**config.mk**
```make
export PLATFORM = sky130hd
export DESIGN_NAME = usb_port_route
export DESIGN_NICKNAME = d
export VERILOG_FILES = /design/src/rtl/usb_route_pkg.sv /design/src/rtl/usb_own_ctl.sv /design/src/rtl/usb_conn_view.sv /design/src/rtl/usb_port_route.sv
export SDC_FILE = /design/constraint.sdc
export NUM_CORES = 1
export LEC_CHECK = 0
export ABC_AREA = 0
export CAP_MARGIN = 20
export CORE_ASPECT_RATIO = 0.7
export CORE_MARGIN = 1.5
export CORE_UTILIZATION = 32
export CTS_CLUSTER_SIZE = 10
export DETAILED_ROUTE_END_ITERATION = 12
export GPL_TIMING_DRIVEN = 0
export PLACE_DENSITY = 0.78
export REMOVE_ABC_BUFFERS = 1
export SETUP_SLACK_MARGIN = 0.5
export SYNTH_ARGS = -nofsm -noshare
export SYNTH_HDL_FRONTEND = slang
export SYNTH_SLANG_ARGS = --single-unit
export TNS_END_PERCENT = 1
```
**constraint.sdc**
```tcl
create_clock -name clk -period 1.2 [get_ports clk]
set_input_delay 0.12 -clock clk [delete_from_list [all_inputs] [get_ports clk]]
set_output_delay 0.12 -clock clk [all_outputs]
set_load 0.02 [all_outputs]
```
**src/rtl/usb_route_pkg.sv**
```systemverilog
package usb_route_pkg;

  // a port has a companion when it falls inside the companion slot range
  function automatic logic port_served(input int p, input int nc, input int ppc);
    return (p < nc * ppc);
  endfunction

  // number of companion slots; one dummy slot when there are no companions
  function automatic int slot_count(input int nc, input int ppc);
    return (nc * ppc == 0) ? 1 : nc * ppc;
  endfunction

endpackage

```
**src/rtl/usb_own_ctl.sv**
```systemverilog
module usb_own_ctl #(
  parameter int N_PORTS    = 5,
  parameter int N_COMP     = 2,
  parameter int COMP_PORTS = 2
) (
  input  logic               clk,
  input  logic               rst_n,
  input  logic               cfg_flag_i,
  input  logic [N_PORTS-1:0] own_wr_i,
  input  logic [N_PORTS-1:0] own_wdata_i,
  output logic [N_PORTS-1:0] own_o
);

  logic [N_PORTS-1:0] served_m;
  logic [N_PORTS-1:0] own_q;
  logic               flag_q;
  logic               flag_rise;
  logic [N_PORTS-1:0] wr_mask;

  for (genvar p = 0; p < N_PORTS; p++) begin : g_srv
    assign served_m[p] = usb_route_pkg::port_served(p, N_COMP, COMP_PORTS);
  end

  assign flag_rise = cfg_flag_i && !flag_q;
  assign wr_mask   = own_wr_i & served_m;

  always_ff @(posedge clk) begin
    if (!rst_n) begin
      own_q  <= served_m;
      flag_q <= 1'b0;
    end else begin
      flag_q <= cfg_flag_i;
      if (!cfg_flag_i)
        own_q <= served_m;
      else if (flag_rise)
        own_q <= '0;
      else
        own_q <= (own_q & ~own_wr_i) | (own_wdata_i & wr_mask);
    end
  end

  assign own_o = own_q;

  // a clear flag hands every served port to its companion
  a_r2_clear_forces: assert property (@(posedge clk) disable iff (!rst_n)
    !cfg_flag_i |=> (own_o == served_m));

  a_r3_rise_clears: assert property (@(posedge clk) disable iff (!rst_n)
    flag_rise |=> (own_o == '0));

  a_r4_unserved_hs: assert property (@(posedge clk) disable iff (!rst_n)
    ((own_o & ~served_m) == '0));

endmodule

```
**src/rtl/usb_conn_view.sv**
```systemverilog
module usb_conn_view #(
  parameter int LW = 2
) (
  input  logic          clk,
  input  logic          rst_n,
  input  logic          conn_i,
  input  logic [LW-1:0] line_i,
  input  logic          mine_i,
  output logic          conn_o,
  output logic          csc_o,
  output logic [LW-1:0] line_o
);

  logic          seen;
  logic          conn_edge;
  logic          conn_q;
  logic          csc_q;
  logic [LW-1:0] line_q;

  assign seen      = conn_i & mine_i;
  assign conn_edge = seen ^ conn_q;

  always_ff @(posedge clk) begin
    if (!rst_n) begin
      conn_q <= 1'b0;
      csc_q  <= 1'b0;
      line_q <= '0;
    end else begin
      conn_q <= seen;
      csc_q  <= conn_edge;
      line_q <= mine_i ? line_i : '0;
    end
  end

  assign conn_o = conn_q;
  assign csc_o  = csc_q;
  assign line_o = line_q;

  a_r8_csc_marks_change: assert property (@(posedge clk) disable iff (!rst_n)
    csc_o |-> (conn_o != $past(conn_o)));

  a_r6_nonowner_dark: assert property (@(posedge clk) disable iff (!rst_n)
    !mine_i |=> !conn_o);

  a_r7_line_owner_only: assert property (@(posedge clk) disable iff (!rst_n)
    !mine_i |=> (line_o == '0));

endmodule

```
**src/rtl/usb_port_route.sv**
```systemverilog
module usb_port_route #(
  parameter int  N_PORTS    = 5,
  parameter int  N_COMP     = 2,
  parameter int  COMP_PORTS = 2,
  parameter int  DW         = 8,
  parameter int  LW         = 2,
  localparam int CS         = usb_route_pkg::slot_count(N_COMP, COMP_PORTS)
) (
  input  logic                  clk,
  input  logic                  rst_n,
  input  logic                  cfg_flag_i,
  input  logic [N_PORTS-1:0]    own_wr_i,
  input  logic [N_PORTS-1:0]    own_wdata_i,
  output logic [N_PORTS-1:0]    owner_o,
  input  logic [N_PORTS*DW-1:0] hs_tx_i,
  input  logic [CS*DW-1:0]      cc_tx_i,
  output logic [N_PORTS*DW-1:0] xcvr_tx_o,
  input  logic [N_PORTS-1:0]    xcvr_conn_i,
  input  logic [N_PORTS*LW-1:0] xcvr_line_i,
  output logic [N_PORTS-1:0]    hs_conn_o,
  output logic [N_PORTS-1:0]    hs_csc_o,
  output logic [N_PORTS*LW-1:0] hs_line_o,
  output logic [CS-1:0]         cc_conn_o,
  output logic [CS-1:0]         cc_csc_o,
  output logic [CS*LW-1:0]      cc_line_o
);

  localparam int SERVED = N_COMP * COMP_PORTS;

  logic [N_PORTS-1:0] own;

  usb_own_ctl #(.N_PORTS(N_PORTS), .N_COMP(N_COMP), .COMP_PORTS(COMP_PORTS)) u_own (
    .clk        (clk),
    .rst_n      (rst_n),
    .cfg_flag_i (cfg_flag_i),
    .own_wr_i   (own_wr_i),
    .own_wdata_i(own_wdata_i),
    .own_o      (own)
  );

  assign owner_o = own;

  // per-port transmit mux and high-speed side view
  for (genvar p = 0; p < N_PORTS; p++) begin : g_port
    if (p < SERVED) begin : g_mux
      assign xcvr_tx_o[p*DW +: DW] = own[p] ? cc_tx_i[p*DW +: DW] : hs_tx_i[p*DW +: DW];
    end else begin : g_hs_only
      assign xcvr_tx_o[p*DW +: DW] = hs_tx_i[p*DW +: DW];
    end

    usb_conn_view #(.LW(LW)) u_hs_view (
      .clk    (clk),
      .rst_n  (rst_n),
      .conn_i (xcvr_conn_i[p]),
      .line_i (xcvr_line_i[p*LW +: LW]),
      .mine_i (~own[p]),
      .conn_o (hs_conn_o[p]),
      .csc_o  (hs_csc_o[p]),
      .line_o (hs_line_o[p*LW +: LW])
    );
  end

  // companion side view, slot s belongs to port s
  for (genvar s = 0; s < CS; s++) begin : g_slot
    if (s < SERVED) begin : g_live
      usb_conn_view #(.LW(LW)) u_cc_view (
        .clk    (clk),
        .rst_n  (rst_n),
        .conn_i (xcvr_conn_i[s]),
        .line_i (xcvr_line_i[s*LW +: LW]),
        .mine_i (own[s]),
        .conn_o (cc_conn_o[s]),
        .csc_o  (cc_csc_o[s]),
        .line_o (cc_line_o[s*LW +: LW])
      );

      a_r6_one_owner: assert property (@(posedge clk) disable iff (!rst_n)
        !(hs_conn_o[s] && cc_conn_o[s]));
    end else begin : g_dummy
      assign cc_conn_o[s]            = 1'b0;
      assign cc_csc_o[s]             = 1'b0;
      assign cc_line_o[s*LW +: LW]   = '0;
    end
  end

endmodule

```
==> impl_metrics.env, run 1 <==
export IMPL_synth_mux_area_share_pct=24.8
export IMPL_firstDrtPassIters=8
export IMPL_critical_path_max_fanout=6
export IMPL_cts_path_max_buffers=2
export IMPL_place_hpwl_um=4180
export IMPL_utilization_pct=61.9
export IMPL_boundaryPins=181
export IMPL_flow_area_growth_from_synthesis_pct=86.8
export IMPL_syn_inst=185
export IMPL_antenna_found_initial=0
export IMPL_report_final_hold_viol_count=0
export IMPL_post_synth_fa_ha_maj_area_fraction_pct=0
export IMPL_die_width_um=98.9
export IMPL_timing_slew_headroom_pct=48.1
export IMPL_placeableCoreArea_um2=6220
export IMPL_clk_latency_ps=280
export IMPL_post_synthesis_compound_gate_area_fraction_pct=0
export IMPL_design_area_um2=3850
export IMPL_worst_setup_path_type="flop to output pin"
export IMPL_detail_route_iter0_violations=34
export IMPL_floorplan_die_height_um=70.1
export IMPL_origin_of_the_worst_min_delay_path="hs_tx_i[32]"
export IMPL_worst_slack_ps=-184
export IMPL_synth_xor_area_share_pct=3.83
export IMPL_regToRegEndpoint="g_port[3].u_hs_view.csc_o"
export IMPL_globalRoute_busiestLayer="met2"
export IMPL_routed_wire_length_per_instance_um=13.6
export IMPL_ys_warn_count=0
export IMPL_place_port_buffers=163
export IMPL_dominant_combinational_cell_family_by_area_after_synthesis="multiplexers"
export IMPL_via_count_of_the_first_global_routing_pass=1733
export IMPL_die_area_um2=6930
export IMPL_insertedDiodeCount=0
export IMPL_finalSetupViolations=34
export IMPL_dpl_cell_count=390
export IMPL_crit_path_end_kind="output pin"
export IMPL_clock_tree_from_tritoncts="done"
export IMPL_stdcell_count=413
export IMPL_detail_route_wirelength_um=5620
export IMPL_worst_r2r_path_depth=6
export IMPL_crit_required_ps=1080
export IMPL_initial_core_util_pct=33.1
export IMPL_finClkSkew_ps=5.64
export IMPL_min_path_cells=0
export IMPL_grt_total_usage_pct=15.4
export IMPL_cts_root_buffer_cell="sky130_fd_sc_hd__clkbuf_8"
export IMPL_timing_final_crit_period_ps=1380
export IMPL_aggregate_global_routing_overflow=0
export IMPL_drc_errors=5
export IMPL_detailroute_via_count=1749
export IMPL_grt_start_max_net_pins=28
export IMPL_worst_margin_pin_slew_ps=778
export IMPL_tritoncts_buffers=5
export IMPL_synth_area_um2=2060
export IMPL_hold_path_class="input pin to output pin"
export IMPL_synth_simple_gate_area_share_pct=16.8
export IMPL_ant_nets=0
export IMPL_fin_crit_sh_pct=115
export IMPL_sequential_cell_area_fraction_in_the_yosys_report_pct=40.8
export IMPL_yosys_register_bits=42
export IMPL_groute_layer_met1_usage_pct=18.9
export IMPL_first_pass_grt_wire_length_um=8480
export IMPL_slew_violations=0
export IMPL_failed_checks="design-rule violations, negative setup slack"
export IMPL_cp_start_kind="flop"
export IMPL_highest_clock_rate_mhz=723
export IMPL_cellPowerDensity_nw_per_um2=934
export IMPL_rsz0062_at_grt="yes"
export IMPL_placedInstanceArea_um2=3510
export IMPL_setup_reg_to_reg_worst_slack_ps=-20
export IMPL_std_cell_rows=24
export IMPL_share_of_final_layout_standard_cells_stronger_than_drive_strength_1_pct=50.1
export IMPL_clk_pin_slew_worst_paths_ps=80
export IMPL_finalWeightedCongestion=0.683
export IMPL_worst_r2r_startpoint="u_own.own_o[3]"
export IMPL_cts_hold_buffers_added=0
export IMPL_numClockSinks=42
export IMPL_global_route_usage_met3_pct=5.21
export IMPL_arrival_ps=1260
export IMPL_hold_path_endpoint="xcvr_tx_o[32]"
export IMPL_number_of_different_library_cells_in_the_post_synthesis_netlist=14
export IMPL_status="finished, violations left"
export IMPL_peakVddDrop_mv=0.434
export IMPL_setup_worst_path_start="u_own.own_o[1]"
export IMPL_h_tree_depth=2
export IMPL_grt_met2_usage_pct=26.4
export IMPL_post_synth_cell_area_avg_um2=11.1
export IMPL_leakage_power_total_uw=0.00177
export IMPL_drv_cap=0
export IMPL_nets=434
export IMPL_vias_per_cell=4.23
-- cell type report --
cell class / count / area, um2
clock buffers: 7 / 86.3
clock inverters: 1 / 5.00
fillers: 506 / 2370
inverters: 1 / 3.75
multi-input cells: 106 / 961
flip-flops and latches: 42 / 903
well taps: 78 / 97.6
repair buffers: 178 / 1790
-- worst max path at each step --
stage	end	slack, ps	cells past startpoint
floorplan	xcvr_tx_o[15]	-130	1
global placement	xcvr_tx_o[15]	-610	2
detailed placement	xcvr_tx_o[7]	-610	2
CTS	xcvr_tx_o[11]	-200	3
global route	xcvr_tx_o[14]	-230	3
finish	xcvr_tx_o[11]	-180	3
-- power by group --
part           internal [uW]  switching (uW)  leakage (uW)
registers               1470            47.5      0.000360
clock network            464             447     0.0000482
logic                    730             435       0.00136
total                   2660             929       0.00177
-- state kept, by name, indices dropped and copies added (netlist names) --
name	cells
g_port.u_hs_view.conn_o	5
g_port.u_hs_view.csc_o	5
g_port.u_hs_view.line_o	10
g_slot.g_live.u_cc_view.conn_o	4
g_slot.g_live.u_cc_view.csc_o	4
g_slot.g_live.u_cc_view.line_o	8
u_own.flag_q	1
u_own.own_o	5
-- logic make-up (layout without fill, tap and decap cells) --
kind of cell	after synthesis	after routing
multiplexers	36	36
AND/OR/NAND/NOR	61	61
flip-flops	42	42
XOR/XNOR	9	9
buffers and inverters	37	187
-- cell usage after synthesis --
cell                       number  area [um2]
sky130_fd_sc_hd__nand2_1       14        52.6
sky130_fd_sc_hd__buf_6          4        45.0
sky130_fd_sc_hd__mux2_1         8        90.1
sky130_fd_sc_hd__nand2b_1       5        31.3
sky130_fd_sc_hd__nor3_1         1        5.00
sky130_fd_sc_hd__buf_4         30         225
sky130_fd_sc_hd__and3_1        12        75.1
sky130_fd_sc_hd__mux2_4        28         420
sky130_fd_sc_hd__inv_2          1        3.75
sky130_fd_sc_hd__dfxtp_1       42         841
sky130_fd_sc_hd__buf_2          2        10.0
sky130_fd_sc_hd__xnor2_1        9        78.8
sky130_fd_sc_hd__and2_1        24         150
sky130_fd_sc_hd__nor2b_1        5        31.3
-- placed cells by master (no fill, tap or decap) --
master	n
sky130_fd_sc_hd__and2_1	24
sky130_fd_sc_hd__and3_1	12
sky130_fd_sc_hd__buf_12	2
sky130_fd_sc_hd__buf_2	13
sky130_fd_sc_hd__buf_4	9
sky130_fd_sc_hd__buf_6	63
sky130_fd_sc_hd__clkbuf_1	1
sky130_fd_sc_hd__clkbuf_4	1
sky130_fd_sc_hd__clkbuf_8	6
sky130_fd_sc_hd__clkdlybuf4s50_1	89
sky130_fd_sc_hd__clkinv_2	1
sky130_fd_sc_hd__dfxtp_1	2
sky130_fd_sc_hd__dfxtp_2	35
sky130_fd_sc_hd__dfxtp_4	5
sky130_fd_sc_hd__dlygate4sd2_1	1
sky130_fd_sc_hd__inv_2	1
sky130_fd_sc_hd__mux2_1	7
sky130_fd_sc_hd__mux2_4	29
sky130_fd_sc_hd__nand2_1	14
sky130_fd_sc_hd__nand2b_1	2
sky130_fd_sc_hd__nand2b_4	3
sky130_fd_sc_hd__nor2b_1	5
sky130_fd_sc_hd__nor3_1	1
sky130_fd_sc_hd__xnor2_1	9
-- worst max-delay path, stage by stage, from the launching register on --
cell,delay [ps]
sky130_fd_sc_hd__dfxtp_4,390
sky130_fd_sc_hd__buf_6,140
sky130_fd_sc_hd__mux2_4,310
sky130_fd_sc_hd__buf_6,130
-- through the flow --
| stage | worst slack (ps) | hold slack, ps | total power (uW) | setup TNS (ps) |
|---|---|---|---|---|
| after floorplan | -133 | 197 | 1990 | -2480 |
| after global placement | -607 | 240 | 2610 | -33300 |
| after detailed placement | -607 | 240 | 2630 | -34410 |
| after CTS | -199 | 240 | 3610 | -4820 |
| after global routing | -234 | 240 | 3770 | -5860 |
| final | -184 | 240 | 3590 | -4320 |
-- timing repair --
item | in CTS | in global routing
setup buffers | 15 | 0
pin swaps | 2 | 0
endpoints found under the setup margin | 115 | 115
resized for setup | 448 | 24
gates cloned | 0 | 0
-- metal layers --
metal  up-vias  wire length [um]
met3         2               363
met2        71              2840
li1        870                 -
met5         -                 0
met4         0                33
met1       806              2380
Note: power is estimated with default switching activity, not from simulation.
==> run 2, diff against run 1 <==
Settings changed: CAP_MARGIN 20 to 40, GPL_TIMING_DRIVEN 0 to unset.
==> impl_metrics.env, run 2 (synthesis results as in run 1) <==
export IMPL_initial_core_util_pct=33.1
export IMPL_worst_margin_pin_slew_ps=209
export IMPL_flow_area_growth_from_synthesis_pct=99.8
export IMPL_via_count_of_the_first_global_routing_pass=1891
export IMPL_largest_register_ffs=10
export IMPL_leakage_power_total_uw=0.00193
export IMPL_ant_nets=0
export IMPL_slew_violations=0
export IMPL_layout_cells_most_common="sky130_fd_sc_hd__clkdlybuf4s50_1"
export IMPL_share_of_final_layout_standard_cells_stronger_than_drive_strength_1_pct=56.4
export IMPL_cellPowerDensity_nw_per_um2=904
export IMPL_grt_start_max_net_pins=22
export IMPL_clk_latency_ps=280
export IMPL_grt_total_usage_pct=16.7
export IMPL_finalSetupViolations=32
export IMPL_numClockSinks=42
export IMPL_cell_with_the_largest_stage_delay_on_the_worst_path="sky130_fd_sc_hd__dfxtp_4"
export IMPL_detailroute_via_count=1765
export IMPL_placeableCoreArea_um2=6220
export IMPL_clock_tree_from_tritoncts="done"
export IMPL_peakVddDrop_mv=0.455
export IMPL_highest_clock_rate_mhz=742
export IMPL_antenna_found_initial=0
export IMPL_critical_path_max_stage_delay_ps=390
export IMPL_cts_path_max_buffers=2
export IMPL_finalWeightedCongestion=0.690
export IMPL_detailedPlace_worstSlack_ps=-296
export IMPL_boundaryPins=181
export IMPL_firstDrtPassIters=11
export IMPL_floorplan_die_height_um=70.1
export IMPL_failed_checks="design-rule violations, negative setup slack"
export IMPL_die_width_um=98.9
export IMPL_die_area_um2=6930
export IMPL_critical_path_max_fanout=5
export IMPL_cp_start_kind="flop"
export IMPL_arrival_ps=1230
export IMPL_worst_setup_path_type="flop to output pin"
export IMPL_detail_route_iter0_violations=25
export IMPL_report_final_hold_viol_count=0
export IMPL_layout_cells_most_common_list="sky130_fd_sc_hd__clkdlybuf4s50_1, sky130_fd_sc_hd__buf_6, sky130_fd_sc_hd__dfxtp_2"
export IMPL_nets=434
export IMPL_detail_route_wirelength_um=5900
export IMPL_std_cell_rows=24
export IMPL_fin_crit_sh_pct=112
export IMPL_fin_tns_setup_ps=-4430
export IMPL_h_tree_depth=2
export IMPL_crit_path_end_kind="output pin"
export IMPL_critical_path_n_buffers_inverters=2
export IMPL_finClkSkew_ps=4.41
export IMPL_clk_pin_slew_worst_paths_ps=70
export IMPL_crit_required_ps=1080
export IMPL_timing_slew_headroom_pct=86.0
export IMPL_cts_root_buffer_cell="sky130_fd_sc_hd__clkbuf_8"
export IMPL_rsz0062_at_grt="yes"
export IMPL_first_pass_grt_wire_length_um=9140
export IMPL_place_hpwl_um=4510
export IMPL_routed_wire_length_per_instance_um=14.3
export IMPL_drv_cap=0
export IMPL_insertedDiodeCount=0
export IMPL_crit_chain="buf_12 -> mux2_4 -> buf_6"
export IMPL_worst_slack_ps=-148
export IMPL_tritoncts_buffers=5
export IMPL_aggregate_global_routing_overflow=0
export IMPL_drc_errors=5
export IMPL_status="finished, violations left"
export IMPL_critPathTopFamily="flip-flops"
export IMPL_hold_path_class="input pin to output pin"
export IMPL_timing_final_crit_period_ps=1350
export IMPL_vias_per_cell=4.27
export IMPL_place_port_buffers=163
run 2: per-layer routing:
layer	wire length, um	GRT usage [%]
met3	402	5.31
met1	2210	18.4
met5	0	0
met2	3250	31.6
met4	27	2.86
run 2: final cells by class:
| cell class | count | area, um2 |
|---|---|---|
| Sequential cell | 42 | 901 |
| Inverter | 1 | 3.75 |
| Clock buffer | 7 | 86.3 |
| Tap cell | 78 | 97.6 |
| Timing Repair Buffer | 178 | 1970 |
| Multi-Input combinational cell | 106 | 1050 |
| Clock inverter | 1 | 5.00 |
| Fill cell | 491 | 2100 |
run 2: path summary, 6_finish.rpt:
path	startpoint	end	slack (ps)	cells after the start
max	u_own.own_o[1]	xcvr_tx_o[9]	-150	3
min	hs_tx_i[32]	xcvr_tx_o[32]	240	0
max reg2reg	u_own.own_o[1]	g_port[1].u_hs_view.csc_o	50	5
min reg2reg	u_own.flag_q	u_own.own_o[4]	490	2
run 2: metrics by stage:
stage               power [uW]  instance area (um2)  util (%)  std cells  hold slack [ps]
detailed placement        2680                 3650      58.7        400              240
floorplan                 1990                 1780         -        149              197
global placement          2660                 3650      58.7        400              240
global route              3890                 4120      66.2        413              240
finish                    3720                 4120      66.2        413              240
CTS                       3750                 4070      65.4        412              240
run 2: worst reg2reg max path: stages (launching register included):
cell	delay [ps]
sky130_fd_sc_hd__dfxtp_4	370
sky130_fd_sc_hd__buf_12	140
sky130_fd_sc_hd__buf_4	150
sky130_fd_sc_hd__nand2b_4	140
sky130_fd_sc_hd__xnor2_1	110
sky130_fd_sc_hd__and2_1	140
run 2: report_power, final:
part	leakage [uW]	internal, uW	switching (uW)	total [uW]
Sequential	0.000360	1470	49.1	1520
Clock	0.0000482	464	446	910
Combinational	0.00152	829	460	1290
run 2: repair_timing:
item	in CTS	in global routing
endpoints found under the setup margin	115	114
setup buffers	0	1
gates cloned	4	0
resized for setup	500	13
hold buffers	0	0
pin swaps	6	8
